==> src/rtl/bcc_pkg.sv <==
package bcc_pkg;

  typedef enum logic [2:0] {
    ST_IDLE = 3'd0,
    ST_T1   = 3'd1,
    ST_T2   = 3'd2,
    ST_T3   = 3'd3,
    ST_TW   = 3'd4,
    ST_T4   = 3'd5,
    ST_HOLD = 3'd6
  } bus_state_e;

  // attributes latched when a request is accepted
  typedef struct packed {
    logic mem;
    logic write;
    logic inta;
    logic lock;
    logic split;
    logic bhe_n;
  } cyc_attr_t;

endpackage

==> src/rtl/bcc_sync.sv <==
module bcc_sync #(
  parameter int STAGES = 2
) (
  input  logic clk,
  input  logic rst_n,
  input  logic d,
  output logic q
);

  logic [STAGES-1:0] sr_q;
  logic [STAGES-1:0] sr_d;

  generate
    if (STAGES == 1) begin : g_one
      always_comb sr_d = d;
    end else begin : g_chain
      always_comb sr_d = {sr_q[STAGES-2:0], d};
    end
  endgenerate

  always_ff @(posedge clk or negedge rst_n) begin
    if (!rst_n) sr_q <= '0;
    else        sr_q <= sr_d;
  end

  assign q = sr_q[STAGES-1];

endmodule

==> src/rtl/bcc_seq.sv <==
module bcc_seq
  import bcc_pkg::*;
#(
  parameter int AW = 20,
  parameter int DW = 16
) (
  input  logic          clk,
  input  logic          rst_n,
  input  logic          req_valid,
  input  logic          req_mem,
  input  logic          req_write,
  input  logic          req_byte,
  input  logic          req_inta,
  input  logic          req_lock,
  input  logic          req_split,
  input  logic [AW-1:0] req_addr,
  input  logic [DW-1:0] req_wdata,
  input  logic          ready_in,
  input  logic          hold_sync,
  input  logic [DW-1:0] ad_in,
  output bus_state_e    state_q,
  output cyc_attr_t     attr_q,
  output logic [AW-1:0] addr_q,
  output logic [DW-1:0] wdata_q,
  output logic          start,
  output logic          rsp_valid,
  output logic [DW-1:0] rsp_rdata
);

  bus_state_e    state_d;
  cyc_attr_t     attr_d;
  logic          early_q, early_d;
  logic          release_ok;
  logic          capture;
  logic          rsp_valid_q;
  logic [DW-1:0] rdata_q;

  // upper half used by a word, or by a byte at an odd address
  always_comb begin
    attr_d.mem   = req_mem;
    attr_d.write = req_write;
    attr_d.inta  = req_inta;
    attr_d.lock  = req_lock;
    attr_d.split = req_split;
    attr_d.bhe_n = ~(~req_byte | req_addr[0]);
  end

  assign release_ok = early_q & ~attr_q.split & ~attr_q.inta & ~attr_q.lock;
  assign capture    = ((state_q == ST_T3) || (state_q == ST_TW)) & ready_in;

  always_comb begin
    state_d = state_q;
    start   = 1'b0;
    unique case (state_q)
      ST_IDLE: begin
        if (hold_sync) begin
          state_d = ST_HOLD;
        end else if (req_valid) begin
          start   = 1'b1;
          state_d = ST_T1;
        end
      end
      ST_T1: state_d = ST_T2;
      ST_T2: state_d = ST_T3;
      ST_T3, ST_TW: state_d = ready_in ? ST_T4 : ST_TW;
      ST_T4: begin
        if (release_ok) begin
          state_d = ST_HOLD;
        end else if (req_valid) begin
          start   = 1'b1;
          state_d = ST_T1;
        end else begin
          state_d = ST_IDLE;
        end
      end
      ST_HOLD: if (!hold_sync) state_d = ST_IDLE;
      default: state_d = ST_IDLE;
    endcase
  end

  // hold qualifies for release only if seen in T1 or T2 of this cycle
  always_comb begin
    early_d = early_q;
    if (start)
      early_d = 1'b0;
    else if (((state_q == ST_T1) || (state_q == ST_T2)) && hold_sync)
      early_d = 1'b1;
  end

  always_ff @(posedge clk or negedge rst_n) begin
    if (!rst_n) begin
      state_q     <= ST_IDLE;
      early_q     <= 1'b0;
      attr_q      <= '0;
      addr_q      <= '0;
      wdata_q     <= '0;
      rdata_q     <= '0;
      rsp_valid_q <= 1'b0;
    end else begin
      state_q     <= state_d;
      early_q     <= early_d;
      rsp_valid_q <= capture;
      if (start) begin
        attr_q  <= attr_d;
        addr_q  <= req_addr;
        wdata_q <= req_wdata;
      end
      if (capture) rdata_q <= ad_in;
    end
  end

  assign rsp_valid = rsp_valid_q;
  assign rsp_rdata = rdata_q;

endmodule

==> src/rtl/bcc_pins.sv <==
module bcc_pins
  import bcc_pkg::*;
#(
  parameter int AW = 20,
  parameter int DW = 16
) (
  input  logic             clk,
  input  logic             rst_n,
  input  bus_state_e       state_q,
  input  logic             cur_mem,
  input  logic             cur_write,
  input  logic             cur_inta,
  input  logic             cur_bhe_n,
  input  logic [AW-1:0]    addr_q,
  input  logic [DW-1:0]    wdata_q,
  input  logic             start,
  input  logic             req_mem,
  output logic [DW-1:0]    ad_out,
  output logic             ad_oe,
  output logic [AW-DW-1:0] ahs_out,
  output logic             ahs_oe,
  output logic             ale,
  output logic             rd_n,
  output logic             wr_n,
  output logic             inta_n,
  output logic             den_n,
  output logic             dt_r,
  output logic             m_io,
  output logic             bhe_n,
  output logic             ctl_oe,
  output logic             hlda
);

  localparam int HW = AW - DW;

  logic in_t1, in_data, in_strobe, busy, in_hold;
  logic den_act_q, hlda_q;

  assign in_t1     = (state_q == ST_T1);
  assign in_strobe = (state_q == ST_T2) || (state_q == ST_T3) || (state_q == ST_TW);
  assign in_data   = in_strobe || (state_q == ST_T4);
  assign busy      = in_t1 || in_data;
  assign in_hold   = (state_q == ST_HOLD);

  always_comb begin
    ad_oe  = in_t1 | (in_data & cur_write);
    ad_out = '0;
    if (in_t1)          ad_out = addr_q[DW-1:0];
    else if (cur_write) ad_out = wdata_q;
  end

  assign ahs_oe  = busy;
  assign ahs_out = (in_t1 && cur_mem) ? addr_q[AW-1:DW] : {HW{1'b0}};

  assign ale    = in_t1;
  assign rd_n   = ~(in_strobe & ~cur_write & ~cur_inta);
  assign wr_n   = ~(in_strobe & cur_write);
  assign inta_n = ~(in_strobe & cur_inta);
  assign dt_r   = cur_write;
  assign m_io   = start ? req_mem : cur_mem;
  assign bhe_n  = busy ? cur_bhe_n : 1'b1;
  assign ctl_oe = ~in_hold;

  // half-cycle outputs: launched on the falling edge
  always_ff @(negedge clk or negedge rst_n) begin
    if (!rst_n) begin
      den_act_q <= 1'b0;
      hlda_q    <= 1'b0;
    end else begin
      den_act_q <= in_strobe;
      hlda_q    <= in_hold;
    end
  end

  assign den_n = ~den_act_q;
  assign hlda  = hlda_q;

endmodule

==> src/rtl/bus_cycle_ctrl.sv <==
module bus_cycle_ctrl
  import bcc_pkg::*;
#(
  parameter int AW          = 20,
  parameter int DW          = 16,
  parameter int SYNC_STAGES = 2
) (
  input  logic             clk,
  input  logic             rst_n,
  input  logic             req_valid,
  input  logic             req_mem,
  input  logic             req_write,
  input  logic             req_byte,
  input  logic             req_inta,
  input  logic             req_lock,
  input  logic             req_split,
  input  logic [AW-1:0]    req_addr,
  input  logic [DW-1:0]    req_wdata,
  output logic             req_ack,
  output logic             rsp_valid,
  output logic [DW-1:0]    rsp_rdata,
  input  logic             ready_in,
  input  logic             hold_in,
  output logic             hlda,
  input  logic [DW-1:0]    ad_in,
  output logic [DW-1:0]    ad_out,
  output logic             ad_oe,
  output logic [AW-DW-1:0] ahs_out,
  output logic             ahs_oe,
  output logic             ale,
  output logic             rd_n,
  output logic             wr_n,
  output logic             inta_n,
  output logic             den_n,
  output logic             dt_r,
  output logic             m_io,
  output logic             bhe_n,
  output logic             ctl_oe
);

  bus_state_e    state_q;
  cyc_attr_t     attr_q;
  logic [AW-1:0] addr_q;
  logic [DW-1:0] wdata_q;
  logic          hold_sync;
  logic          start;

  bcc_sync #(.STAGES(SYNC_STAGES)) u_hold_sync (
    .clk   (clk),
    .rst_n (rst_n),
    .d     (hold_in),
    .q     (hold_sync)
  );

  bcc_seq #(.AW(AW), .DW(DW)) u_seq (
    .clk       (clk),
    .rst_n     (rst_n),
    .req_valid (req_valid),
    .req_mem   (req_mem),
    .req_write (req_write),
    .req_byte  (req_byte),
    .req_inta  (req_inta),
    .req_lock  (req_lock),
    .req_split (req_split),
    .req_addr  (req_addr),
    .req_wdata (req_wdata),
    .ready_in  (ready_in),
    .hold_sync (hold_sync),
    .ad_in     (ad_in),
    .state_q   (state_q),
    .attr_q    (attr_q),
    .addr_q    (addr_q),
    .wdata_q   (wdata_q),
    .start     (start),
    .rsp_valid (rsp_valid),
    .rsp_rdata (rsp_rdata)
  );

  bcc_pins #(.AW(AW), .DW(DW)) u_pins (
    .clk       (clk),
    .rst_n     (rst_n),
    .state_q   (state_q),
    .cur_mem   (attr_q.mem),
    .cur_write (attr_q.write),
    .cur_inta  (attr_q.inta),
    .cur_bhe_n (attr_q.bhe_n),
    .addr_q    (addr_q),
    .wdata_q   (wdata_q),
    .start     (start),
    .req_mem   (req_mem),
    .ad_out    (ad_out),
    .ad_oe     (ad_oe),
    .ahs_out   (ahs_out),
    .ahs_oe    (ahs_oe),
    .ale       (ale),
    .rd_n      (rd_n),
    .wr_n      (wr_n),
    .inta_n    (inta_n),
    .den_n     (den_n),
    .dt_r      (dt_r),
    .m_io      (m_io),
    .bhe_n     (bhe_n),
    .ctl_oe    (ctl_oe),
    .hlda      (hlda)
  );

  assign req_ack = start;

endmodule

==> config.mk <==
export PLATFORM = sky130hd
export DESIGN_NAME = bus_cycle_ctrl
export DESIGN_NICKNAME = d
export VERILOG_FILES = /design/src/rtl/bcc_pkg.sv /design/src/rtl/bcc_sync.sv /design/src/rtl/bcc_seq.sv /design/src/rtl/bcc_pins.sv /design/src/rtl/bus_cycle_ctrl.sv
export SDC_FILE = /design/constraint.sdc
export NUM_CORES = 1
export LEC_CHECK = 0
export ABC_AREA = 1
export BUFFER_PORTS_ARGS = -buffer_cell sky130_fd_sc_hd__buf_2
export CORE_UTILIZATION = 48
export DETAILED_ROUTE_END_ITERATION = 10
export HOLD_SLACK_MARGIN = 0.06
export PLACE_DENSITY = 0.84
export SYNTH_ARGS = -nofsm -noshare
export SYNTH_HDL_FRONTEND = slang
export SYNTH_SLANG_ARGS = --single-unit
==> constraint.sdc <==
create_clock -name clk -period 1.9 [get_ports clk]
set_clock_uncertainty 0.2 [all_clocks]
set_input_delay 0.38 -clock clk [delete_from_list [all_inputs] [get_ports clk]]
set_output_delay 0.38 -clock clk [all_outputs]
set_load 0.01 [all_outputs]
# Word-level counts from Yosys, hierarchy flattened
# Index checks and enable logic that the tools add are counted.
# totals
input_bits	63
output_inout_bits	50
wordCells	75
reg_bits	67
# op_classes
reduce_logical	12
bitwise_logic	22
mux	18
eq_ne	8
# ops
cell	n
2-to-1 mux 16 bit	2
one-hot mux 3 bit (6 select lines)	1
2-to-1 mux 3 bit	4
inverter 1 bit	11
AND 1 bit	9
== test 3 bit (second input constant)	3
2-to-1 mux 1 bit	9
== test 3 x 2 -> 1 bit (second input constant)	2
logical OR 1 bit	6
2-to-1 mux 4 bit	1
== test 3 x 1 -> 1 bit (second input constant)	1
logical NOT 3 bit	1
!= test 3 bit (second input constant)	1
logical AND 1 bit	2
!= test 2 bit (second input constant)	1
bitwise OR 1 bit	2
one-hot mux 1 bit (2 select lines)	1
AND reduction 2 bit	1
nonzero test 2 bit	1
OR reduction 2 bit	1

# Logic depth before layout (Yosys ltp)
# Gate-level depths: netlist of run 1.
# logic_depth
word_depth	7
mapped_depth	8
ltp_nobuf	8

# Hierarchy
# From an unflattened synthesis of run 1, not the netlist that was laid out.
# hier_totals
hier_cells	418
area_unflattened_um2	3236.9
# modules_own_cells
mod	area_per_inst_um2	cells_each	instances	seq_area_each_um2
bcc_seq	2572.5	293	1	1576.5
bcc_pins	614.3	123	1	50.0
bcc_sync	50.0	2	1	50.0

==> results of run 1 <==
cell families (layout without fill, tap and decap cells):
logic type / Yosys count / in the layout / share of synthesized area [%]
AND/OR/NAND/NOR: 266 / 266 / 37.2
flip-flops: 67 / 67 / 55.5
other: 0 / 1 / 0
AO/OA/AOI/OAI: 4 / 4 / 0.829
buffers and inverters: 39 / 258 / 6.42
final timing paths:
path / start / to / slack, ps
min in group asynchronous: rst_n / u_seq.attr_q[3] / 220
min reg2reg: u_hold_sync.sr_q[0] / u_hold_sync.sr_q[1] / 200
max: u_pins.den_act_q / den_n / -530
max in group asynchronous: rst_n / u_pins.hlda / 180
min: req_byte / u_seq.attr_q[0] / 140
max reg2reg: u_seq.state_q[1] / u_pins.den_act_q / -280
power breakdown:
| group | total [W] | internal (W) | switching [W] |
|---|---|---|---|
| Sequential | 0.00267 | 0.00207 | 0.000595 |
| Clock | 0.00158 | 0.000978 | 0.000597 |
| Combinational | 0.00474 | 0.00215 | 0.00259 |
| Total | 0.00898 | 0.00520 | 0.00378 |
state kept, by name, summed over array words and instances, names as in the netlist:
name / count
u_hold_sync.sr_q: 2
u_seq.rsp_rdata: 16
u_seq.wdata_q: 16
u_seq.rsp_valid: 1
u_seq.state_q: 3
u_seq.addr_q: 20
u_pins.hlda: 1
u_seq.early_q: 1
u_pins.den_act_q: 1
u_seq.attr_q: 6
per-layer routing:
layer	part of all wire [%]	GRT usage (%)	vias to the layer above	routed length [um]
met1	33	37.4	1855	4680
met5	0	0	-	0
met4	8.1	19.5	0	1140
li1	-	-	1620	-
met2	48	55.4	379	6810
met3	10	6.63	140	1460
stage by stage:
step / setup slack [ps] / utilization [%] / setup TNS [ps] / hold WS [ps] / cells
after floorplan: -188 / - / -279 / -116 / 376
after global placement: -150 / 61.9 / -354 / 38.9 / 563
after detailed placement: -152 / 61.9 / -425 / 41.7 / 563
after CTS: -503 / 81.8 / -8090 / 132 / 654
after global routing: -571 / 90.0 / -16260 / 154 / 671
final: -530 / 90.0 / -13260 / 137 / 671
cell type report:
type | instances | area (um2) | area share, %
Antenna cell | 1 | 2.50 | 0.0464
Timing Repair Buffer | 221 | 1850 | 34.3
Sequential cell | 67 | 1680 | 31.1
Multi-Input combinational cell | 270 | 1420 | 26.4
Inverter | 21 | 88.8 | 1.65
Clock inverter | 4 | 95.1 | 1.76
Clock buffer | 12 | 165 | 3.06
Tap cell | 75 | 93.8 | 1.74
cell usage after synthesis (2+ instances only):
cell      instances  area share, %
dfrtn_1           2            1.7
nor2_1           12            1.5
dfrtp_1          65             54
nand3_1          64             11
buf_6             4            1.5
nand3_2           2           0.66
inv_2             5           0.62
inv_1            16            2.0
nand2_1         181             23
nand2_2           2           0.41
clkbuf_1          2           0.25
buf_2            11            1.8
placed cells by master (no fill, tap or decap), drive strengths merged:
master       netlist  layout
o21a               1       1
nor3               1       1
dlygate4sd3        0      58
a21oi              1       1
nand2            184     184
dfrtp             65      65
buf               16     160
o211ai             1       1
nand3             67      67
diode              0       1
clkinv             0       2
inv               21      20
nor2              13      13
dfrtn              2       2
clkbuf             2      15
nand4              1       1
o21ai              1       1
bufinv             0       3
timing repair:
action | 4_1_cts | 5_1_grt
setup buffers | 16 | 17
cloned | 1 | 3
resized for setup | 46 | 84
hold endpoints to repair | 62 | 0
hold buffers | 58 | 0
pin swaps | 8 | 10
setup endpoints to repair | 35 | 81
worst reg2reg max path: stages (launching register included):
cell	delay (ps)
dfrtp_1	380
inv_2	70
buf_6	120
nand2_4	70
nor2_4	50
nor2_4	120
inv_2	60
==> summary.txt, run 1 <==
STA
  – Rel. slew slack: approximately two fifths
  – Final worst-path cycle share: 128%
  – Final WS setup: -530 ps
  – RSZ-0062 raised after global routing: yes
  – Final setup vio count: 55
  – Hold Vio Cnt, Final: 0
  – Worst-Margin Slew: around 910 ps
  – Max-slew violations: 0
  – Tmin final: approximately 2400 ps
  – Achievable Freq: around 0.41 GHz

Critical path
  – Worst setup path class: reg2out
  – Slowest CP cell: dfrtn_1
  – Max stage delay on crit path: 390 ps
  – Critical-path cell list: inv_1 > buf_2
  – Crit-path max FO: 1
  – Worst setup SP type: flop
  – WP data required: 1320 ps
  – Worst EP arrival: around 1900 ps
  – Cell family with most CP delay: flip-flops
  – Crit path capture type: output pin
  – Worst Reg-to-Reg Cells: 6
  – WP depth: 2
  – CP Buf/Inv Count: 2

Place
  – Placement Cell Area: 0.00371 mm2
  – Detail Placement HPWL: 5.20 mm
  – # port buffers: 112
  – GPL Wtd Cong: 0.880

Synth
  – Most used flip-flop cell after synthesis: dfrtp_1
  – Synth Cell Area: 0.00302 mm2
  – Yosys warns: 0
  – Number of flops mapped to enable cells by yosys: 0
  – Syn avg cell area: 8.03 um2
  – Sequential fraction of the synthesis area: 55.5%
  – Gate Count Post-Synth: between 300 and 400
  – Library cells used by synthesis: 22
  – Fraction of registers with async set/reset: between 90% and 100%
  – Yosys reg bits: 67
  – Post-synthesis net count: 439

Global route
  – Global route overflow: 0
  – Global router's overall resource usage: 32.5%
  – First-pass GRT wire length: 15.8 mm
  – Vias in the first global route: 3403
  – Largest net degree at the start of global routing: 61
  – Initial antenna violation count: 1

Status
  – Status: finished with violations
  – Failing checks: setup timing

Clock network
  – Root Buffer: clkbuf_8
  – Clock tree sinks: 67
  – CTS tree: done
  – CTS Buf Count: 9
  – Clk slew on worst S/H paths: 70 ps
  – CTS H-tree depth: 3
  – Clk buf depth: 2
  – Worst skew pair latency: 360 ps

Die
  – Total die area: 0.00661 mm2
  – Std cell rows: 28
  – Die span in x: just over 80 um
  – Die H: 81.3 um
  – Initial Util: 50.4%
  – IO Pins: between 100 and 150
  – Core ar.: 0.00599 mm2

Pwr
  – Peak supply drop: 1.39 mV
  – Pwr per Cell Area: 1670 mW/mm2
  – Leak: 2.98 nW
  – Power, Total: 0.00898 W

Min path
  – Hold Path Depth: 5
  – Hold Crit Class: in2reg

Layout
  – P&R area growth vs syn: 78.7%
  – Share of cells above drive strength 1: 39.7%
  – Fillers: 254
  – Design area: 0.00539 mm2
  – Final nets: ~650

Drt
  – Routed WL per cell: 21.0 um
  – DR pass1 iterations: 8
  – DRT Wirelength: around 14 mm
  – Vias per inst: 5.95
  – DR iter-0 viols: ~540
  – Post-route ant nets: 0
  – DRC Markers: 0
  – Total number of vias: between 3000 and 4000

Job
  – Max Cap Viol: 0
Note: power is estimated with default switching activity, not from simulation.
==> run 2, diff against run 1 <==
--- a/config.mk
+++ b/config.mk
@@ -7,10 +7,12 @@
 export LEC_CHECK = 0
 export ABC_AREA = 1
 export BUFFER_PORTS_ARGS = -buffer_cell sky130_fd_sc_hd__buf_2
-export CORE_UTILIZATION = 48
+export CELL_PAD_IN_SITES_DETAIL_PLACEMENT = 1
+export CELL_PAD_IN_SITES_GLOBAL_PLACEMENT = 1
+export CORE_UTILIZATION = 35
 export DETAILED_ROUTE_END_ITERATION = 10
 export HOLD_SLACK_MARGIN = 0.06
-export PLACE_DENSITY = 0.84
+export PLACE_DENSITY = 0.86
 export SYNTH_ARGS = -nofsm -noshare
 export SYNTH_HDL_FRONTEND = slang
 export SYNTH_SLANG_ARGS = --single-unit
==> summary.txt, run 2 (synthesized netlist as in run 1, its figures left out) <==
Status
  – Failing checks: setup timing
  – Status: finished with violations

Global route
  – Vias in the first global route: 3836 (+13%)
  – First-pass GRT wire length: 19.6 mm (+24%)
  – Largest net degree at the start of global routing: 66 (+8.2%)
  – GR Util met1: 33.3% (-4.1 points)
  – Global router's overall resource usage: 29.6% (-2.9 points)
  – GR Util met3: 4.83% (-1.8 points)
  – Global route overflow: 0 (unchanged)
  – Initial antenna violation count: 0 (-1)
  – Met2 Usage GRT: 54.5% (-0.92 points)
  – Most used routing layer: met2

Place
  – Detail Placement HPWL: 6.49 mm (+25%)
  – # port buffers: 112 (unchanged)
  – GPL Wtd Cong: 0.811 (-7.9%)
  – Dpl ws: -165 ps (-13.3 ps)

Layout
  – Largest register by flop count: u_seq.addr_q
  – Final nets: 642 (-1.7%)
  – Diode count: 0 (-1)
  – P&R area growth vs syn: 68.3%
  – Multi-input gate area: 0.00134 mm2 (-6.2%)
  – Seq. cell area: 0.00168 mm2 (unchanged)
  – Max reg flops: 20 (unchanged)
  – Share of cells above drive strength 1: 37.0% (-2.6 points)
  – Fillers: 985 (+290%)
  – Most common cell after layout, fill and taps aside: nand2_1
  – Commonest non-fill, non-tap cells in the layout: nand2_1 (159), buf_2 (100), dfrtp_1 (65)

STA
  – RSZ-0062 raised after global routing: yes
  – Worst-Margin Slew: 844 ps (-66.0 ps)
  – Max-slew violations: 0 (unchanged)
  – Final WS setup: -528 ps (+1.69 ps)
  – Final setup vio count: 34 (-38%)
  – Rel. slew slack: 43.7% (+4.4 points)
  – Hold Vio Cnt, Final: 0 (unchanged)

Drt
  – DR pass1 iterations: 4 (-4)
  – DRT Wirelength: 13.8 mm (-2.4%)
  – Post-route ant nets: 0 (unchanged)
  – DRC Markers: 0 (unchanged)
  – Routed WL per cell: 20.0 um (-4.8%)
  – DR iter-0 viols: 182 (-66%)
  – Total number of vias: 3588 (-10%)
  – Vias per inst: 5.22 (-12%)

Pwr
  – Pwr per Cell Area: 1590 mW/mm2 (-4.7%)
  – Peak supply drop: 0.611 mV (-56%)
  – Power, Total: 0.00806 W (-10%)
  – Leak: 2.81 nW (-5.5%)

Critical path
  – Worst EP arrival: 1850 ps (about the same)
  – WP data required: 1320 ps (about the same)
  – Worst setup path class: reg2out
  – Worst setup SP type: flop
  – Crit path capture type: output pin
  – CP Launch Point: u_pins.den_act_q
  – Crit-path max FO: 1 (unchanged)
  – Reg2Reg Launch Point: u_seq.state_q[1]

Clock network
  – CTS tree: done
  – CTS H-tree depth: 3 (unchanged)
  – CTS Buf Count: 9 (unchanged)
  – Clock tree sinks: 67 (unchanged)
  – Clk slew on worst S/H paths: 70 ps (about the same)
  – Clk buf depth: 2 (unchanged)
  – Worst skew pair latency: 360 ps (about the same)
  – Root Buffer: clkbuf_8

Die
  – Std cell rows: 33 (+18%)
  – Total die area: 0.00900 mm2 (+36%)
  – Die span in x: 94.9 um (+17%)
  – Die H: 94.9 um (+17%)
  – Initial Util: 36.4% (-14 points)
  – IO Pins: 113 (unchanged)
  – Core ar.: 0.00830 mm2 (+39%)

Min path
  – HP Start: req_wdata[13]
  – Hold Crit Class: in2reg

Job
  – Max Cap Viol: 0 (unchanged)
==> run 2: cell count changes in the layout (fill, tap and decap cells not counted), sizes merged <==
| cell | delta |
|---|---|
| buf | -7 |
| bufinv | -3 |
| clkbuf | -1 |
| clkinv | +1 |
| diode | -1 |
| dlygate4sd3 | -3 |
| inv | +1 |
==> run 2: final cells by class <==
type	instances	area share [%]
inverters	21	1.70
clock inverters	3	0.296
well taps	105	2.59
multi-input cells	270	26.3
clock buffers	12	2.86
repair buffers	210	33.3
flip-flops and latches	67	33.0
==> run 2: timing repair <==
action / in CTS / in global routing
setup buffers: 17 / 6
pin swaps: 18 / 5
gates resized for setup: 68 / 21
hold buffers: 54 / 1
endpoints found under the hold margin: 54 / 1
endpoints found under the setup margin: 34 / 77
gates cloned: 2 / 3
==> run 2: worst paths after layout <==
| kind | end | slack, ps | depth (start not counted) |
|---|---|---|---|
| max | den_n | -530 | 2 |
| min | u_seq.wdata_q[13] | 60 | 3 |
| max reg2reg | u_pins.den_act_q | -300 | 5 |
| min reg2reg | u_hold_sync.sr_q[1] | 180 | 0 |
| max in group asynchronous | u_seq.addr_q[5] | 820 | 2 |
| min in group asynchronous | u_hold_sync.sr_q[1] | 110 | 2 |
==> run 2: through the flow <==
stage	std cells	hold slack [ps]	cell area (um2)	util [%]	TNS [ps]
after floorplan	376	-116	3020	-	-279
after global placement	595	140	3760	45.3	-375
after detailed placement	595	140	3760	45.3	-501
after CTS	682	61.8	4900	59.0	-8770
after global routing	688	69.3	5080	61.2	-14700
final	688	65.0	5080	61.2	-12040
==> run 2: where the power goes <==
group	leakage (nW)	switching [W]	internal, W
logic	1.89	0.00244	0.00197
registers	0.838	0.000506	0.00207
clock network	0.0860	0.000574	0.000497
total	2.81	0.00352	0.00454
==> run 2: per-layer routing <==
layer	up-vias	routed length, um
li1	1586	-
met3	58	560
met2	154	7350
met1	1790	5160
met4	0	691
met5	-	0
==> run 2: worst max-delay path, stage by stage (launching register included) <==
cell	delay, ps
dfrtn_1	410
inv_2	40
buf_6	110
==> run 3, diff against run 2 <==
--- a/config.mk
+++ b/config.mk
@@ -13,6 +13,7 @@
 export DETAILED_ROUTE_END_ITERATION = 10
 export HOLD_SLACK_MARGIN = 0.06
 export PLACE_DENSITY = 0.86
+export SETUP_SLACK_MARGIN = 0.05
 export SYNTH_ARGS = -nofsm -noshare
 export SYNTH_HDL_FRONTEND = slang
 export SYNTH_SLANG_ARGS = --single-unit
==> summary.txt, run 3 (synthesized netlist as in run 1, its figures left out) <==
Clock network
  – CTS Buf Count: 9 (unchanged)
  – CTS tree: done
  – CTS H-tree depth: 3 (unchanged)
  – Root Buffer: clkbuf_8
  – Clock tree sinks: 67 (unchanged)
  – Worst skew pair latency: 360 ps (about the same)
  – Clk slew on worst S/H paths: 70 ps (about the same)
  – Clk buf depth: 2 (unchanged)

Layout
  – Final nets: 646 (+0.62%)
  – Seq. cell area: 0.00168 mm2 (about the same)
  – Most common cell after layout, fill and taps aside: nand2_1
  – Fillers: 940 (-4.6%)
  – Non-filler instance count after layout: 695 (+1.0%)
  – Share of cells above drive strength 1: 40.6% (+3.6 points)
  – Max reg flops: 20 (unchanged)
  – Commonest non-fill, non-tap cells in the layout: nand2_1 (147), buf_2 (91), dfrtp_1 (64)
  – Largest register by flop count: u_seq.addr_q
  – Multi-input gate area: 0.00148 mm2 (+11%)
  – Final core utilization: 65.6% (+4.4 points)
  – P&R area growth vs syn: 80.4%

Critical path
  – CP Launch Point: u_seq.state_q[1]
  – Reg2Reg Launch Point: u_seq.state_q[0]
  – Worst EP arrival: 1840 ps (about the same)
  – WP data required: 1320 ps (about the same)
  – Crit-path max FO: 8 (+7)
  – FF-to-FF End: u_pins.den_act_q
  – Crit path capture type: output pin
  – Worst Reg-to-Reg Cells: 6 (+1)
  – Worst setup path class: reg2out
  – Worst setup SP type: flop
  – Reg2Reg Setup Slack: -370 ps (-70 ps)
  – Worst setup path endpoint: ad_out[8]

STA
  – RSZ-0062 raised after global routing: yes
  – Final worst-path cycle share: 127%
  – Final setup vio count: 42 (+24%)
  – Achievable Freq: between 0.4 and 0.5 GHz
  – Hold Vio Cnt, Final: 0 (unchanged)
  – Rel. slew slack: 41.0% (-2.7 points)
  – Worst-Margin Slew: 884 ps (+40.2 ps)
  – Tmin final: approximately 2400 ps
  – Max-slew violations: 0 (unchanged)
  – Final WS setup: -516 ps (+12.4 ps)

Job
  – Max Cap Viol: 0 (unchanged)

Die
  – Std cell rows: 33 (unchanged)
  – Core ar.: 0.00830 mm2 (unchanged)
  – IO Pins: 113 (unchanged)
  – Total die area: 0.00900 mm2 (unchanged)
  – Die H: 94.9 um (unchanged)
  – Initial Util: 36.4% (unchanged)
  – Die span in x: 94.9 um (unchanged)

Drt
  – DR iter-0 viols: 287 (+58%)
  – DRC Markers: 0 (unchanged)
  – Vias per inst: 5.56 (+6.6%)
  – DR pass1 iterations: 5 (+1)
  – Routed WL per cell: 24.0 um (+20%)
  – Post-route ant nets: 0 (unchanged)
  – DRT Wirelength: 16.7 mm (+21%)
  – Total number of vias: 3864 (+7.7%)

Status
  – Failing checks: setup timing
  – Status: finished with violations

Global route
  – First-pass GRT wire length: 21.3 mm (+8.5%)
  – Largest net degree at the start of global routing: 66 (unchanged)
  – Global route overflow: 0 (unchanged)
  – Initial antenna violation count: 0 (unchanged)
  – Vias in the first global route: 3977 (+3.7%)
  – Global router's overall resource usage: 32.3% (+2.6 points)

Pwr
  – Pwr per Cell Area: 1690 mW/mm2 (+6.5%)
  – Leak: 2.94 nW (+4.4%)
  – Peak supply drop: 0.650 mV (+6.5%)

Place
  – # port buffers: 112 (unchanged)
  – Detail Placement HPWL: 6.57 mm (+1.3%)
  – GPL Wtd Cong: 0.857 (+5.7%)
  – Placed cells: 596 (+0.17%)

Min path
  – Hold Crit Class: in2reg
[run 3: changes by cell type in the layout (fill, tap and decap cells not counted), moves of 3 or more]
cell | previous run | this run
buf_6 | 27 | 37
nand2_4 | 9 | 15
nand2_2 | 16 | 21
buf_2 | 100 | 91
nand3_4 | 4 | 7
nor2_1 | 9 | 4
nand3_2 | 7 | 3
nand2_1 | 159 | 147
nor2_4 | 2 | 8
[run 3: how the worst min path moves through the flow]
stage,startpoint,endpoint,cells after the start,slack [ps]
2_1_floorplan,rst_n,u_hold_sync.sr_q[0],0,-120
3_3_place_gp,u_hold_sync.sr_q[0],u_hold_sync.sr_q[1],0,140
3_5_place_dp,u_hold_sync.sr_q[0],u_hold_sync.sr_q[1],0,140
4_1_cts,req_wdata[10],u_seq.wdata_q[10],3,60
5_1_grt,req_wdata[0],u_seq.wdata_q[0],3,70
6_report,req_wdata[0],u_seq.wdata_q[0],3,60
[run 3: what timing repair did]
| item | in CTS | in global routing |
|---|---|---|
| setup buffers | 14 | 15 |
| hold buffers | 55 | 0 |
| endpoints found under the hold margin | 55 | 0 |
| pin swaps | 21 | 15 |
| gates cloned | 2 | 3 |
| resized for setup | 83 | 69 |
| endpoints found under the setup margin | 34 | 94 |
[run 3: power breakdown]
part           internal (W)  switching [W]  leakage, nW
Combinational       0.00225        0.00286         1.99
Sequential          0.00207       0.000623        0.837
Clock              0.000778       0.000631        0.111
[run 3: per-stage QoR]
stage	total power, W	worst slack (ps)	hold WS [ps]	setup TNS [ps]	area (um2)
detailed placement	0.00540	-156	142	-520	3770
global placement	0.00523	-153	135	-397	3770
global route	0.00952	-559	74.8	-15550	5440
floorplan	0.00415	-188	-116	-279	3020
finish	0.00921	-516	62.0	-14080	5450
CTS	0.00778	-508	60.2	-14910	5010
[run 3: critical path: stages (launching register included)]
cell	delay (ps)
dfrtp_1	410
inv_2	140
buf_6	140
nand3_4	200
clkinv_8	180
buf_12	160
nand2_2	50
nand2_1	70
buf_2	140
[run 3: metal layers]
metal  vias up  GRT usage, %  share of wire (%)
met5         -             0                  0
met4         0          17.4                6.1
met3        88          5.23                5.4
met2       223          58.6                 52
met1      1955          35.7                 37
li1       1598             -                  -
[run 3: final cells by class]
type | count | area share, %
Timing Repair Buffer | 214 | 33.7
Clock buffer | 12 | 2.66
Multi-Input combinational cell | 270 | 27.2
Clock inverter | 4 | 1.36
Antenna cell | 2 | 0.0919
Tap cell | 105 | 2.41
Sequential cell | 67 | 30.8
Inverter | 21 | 1.77
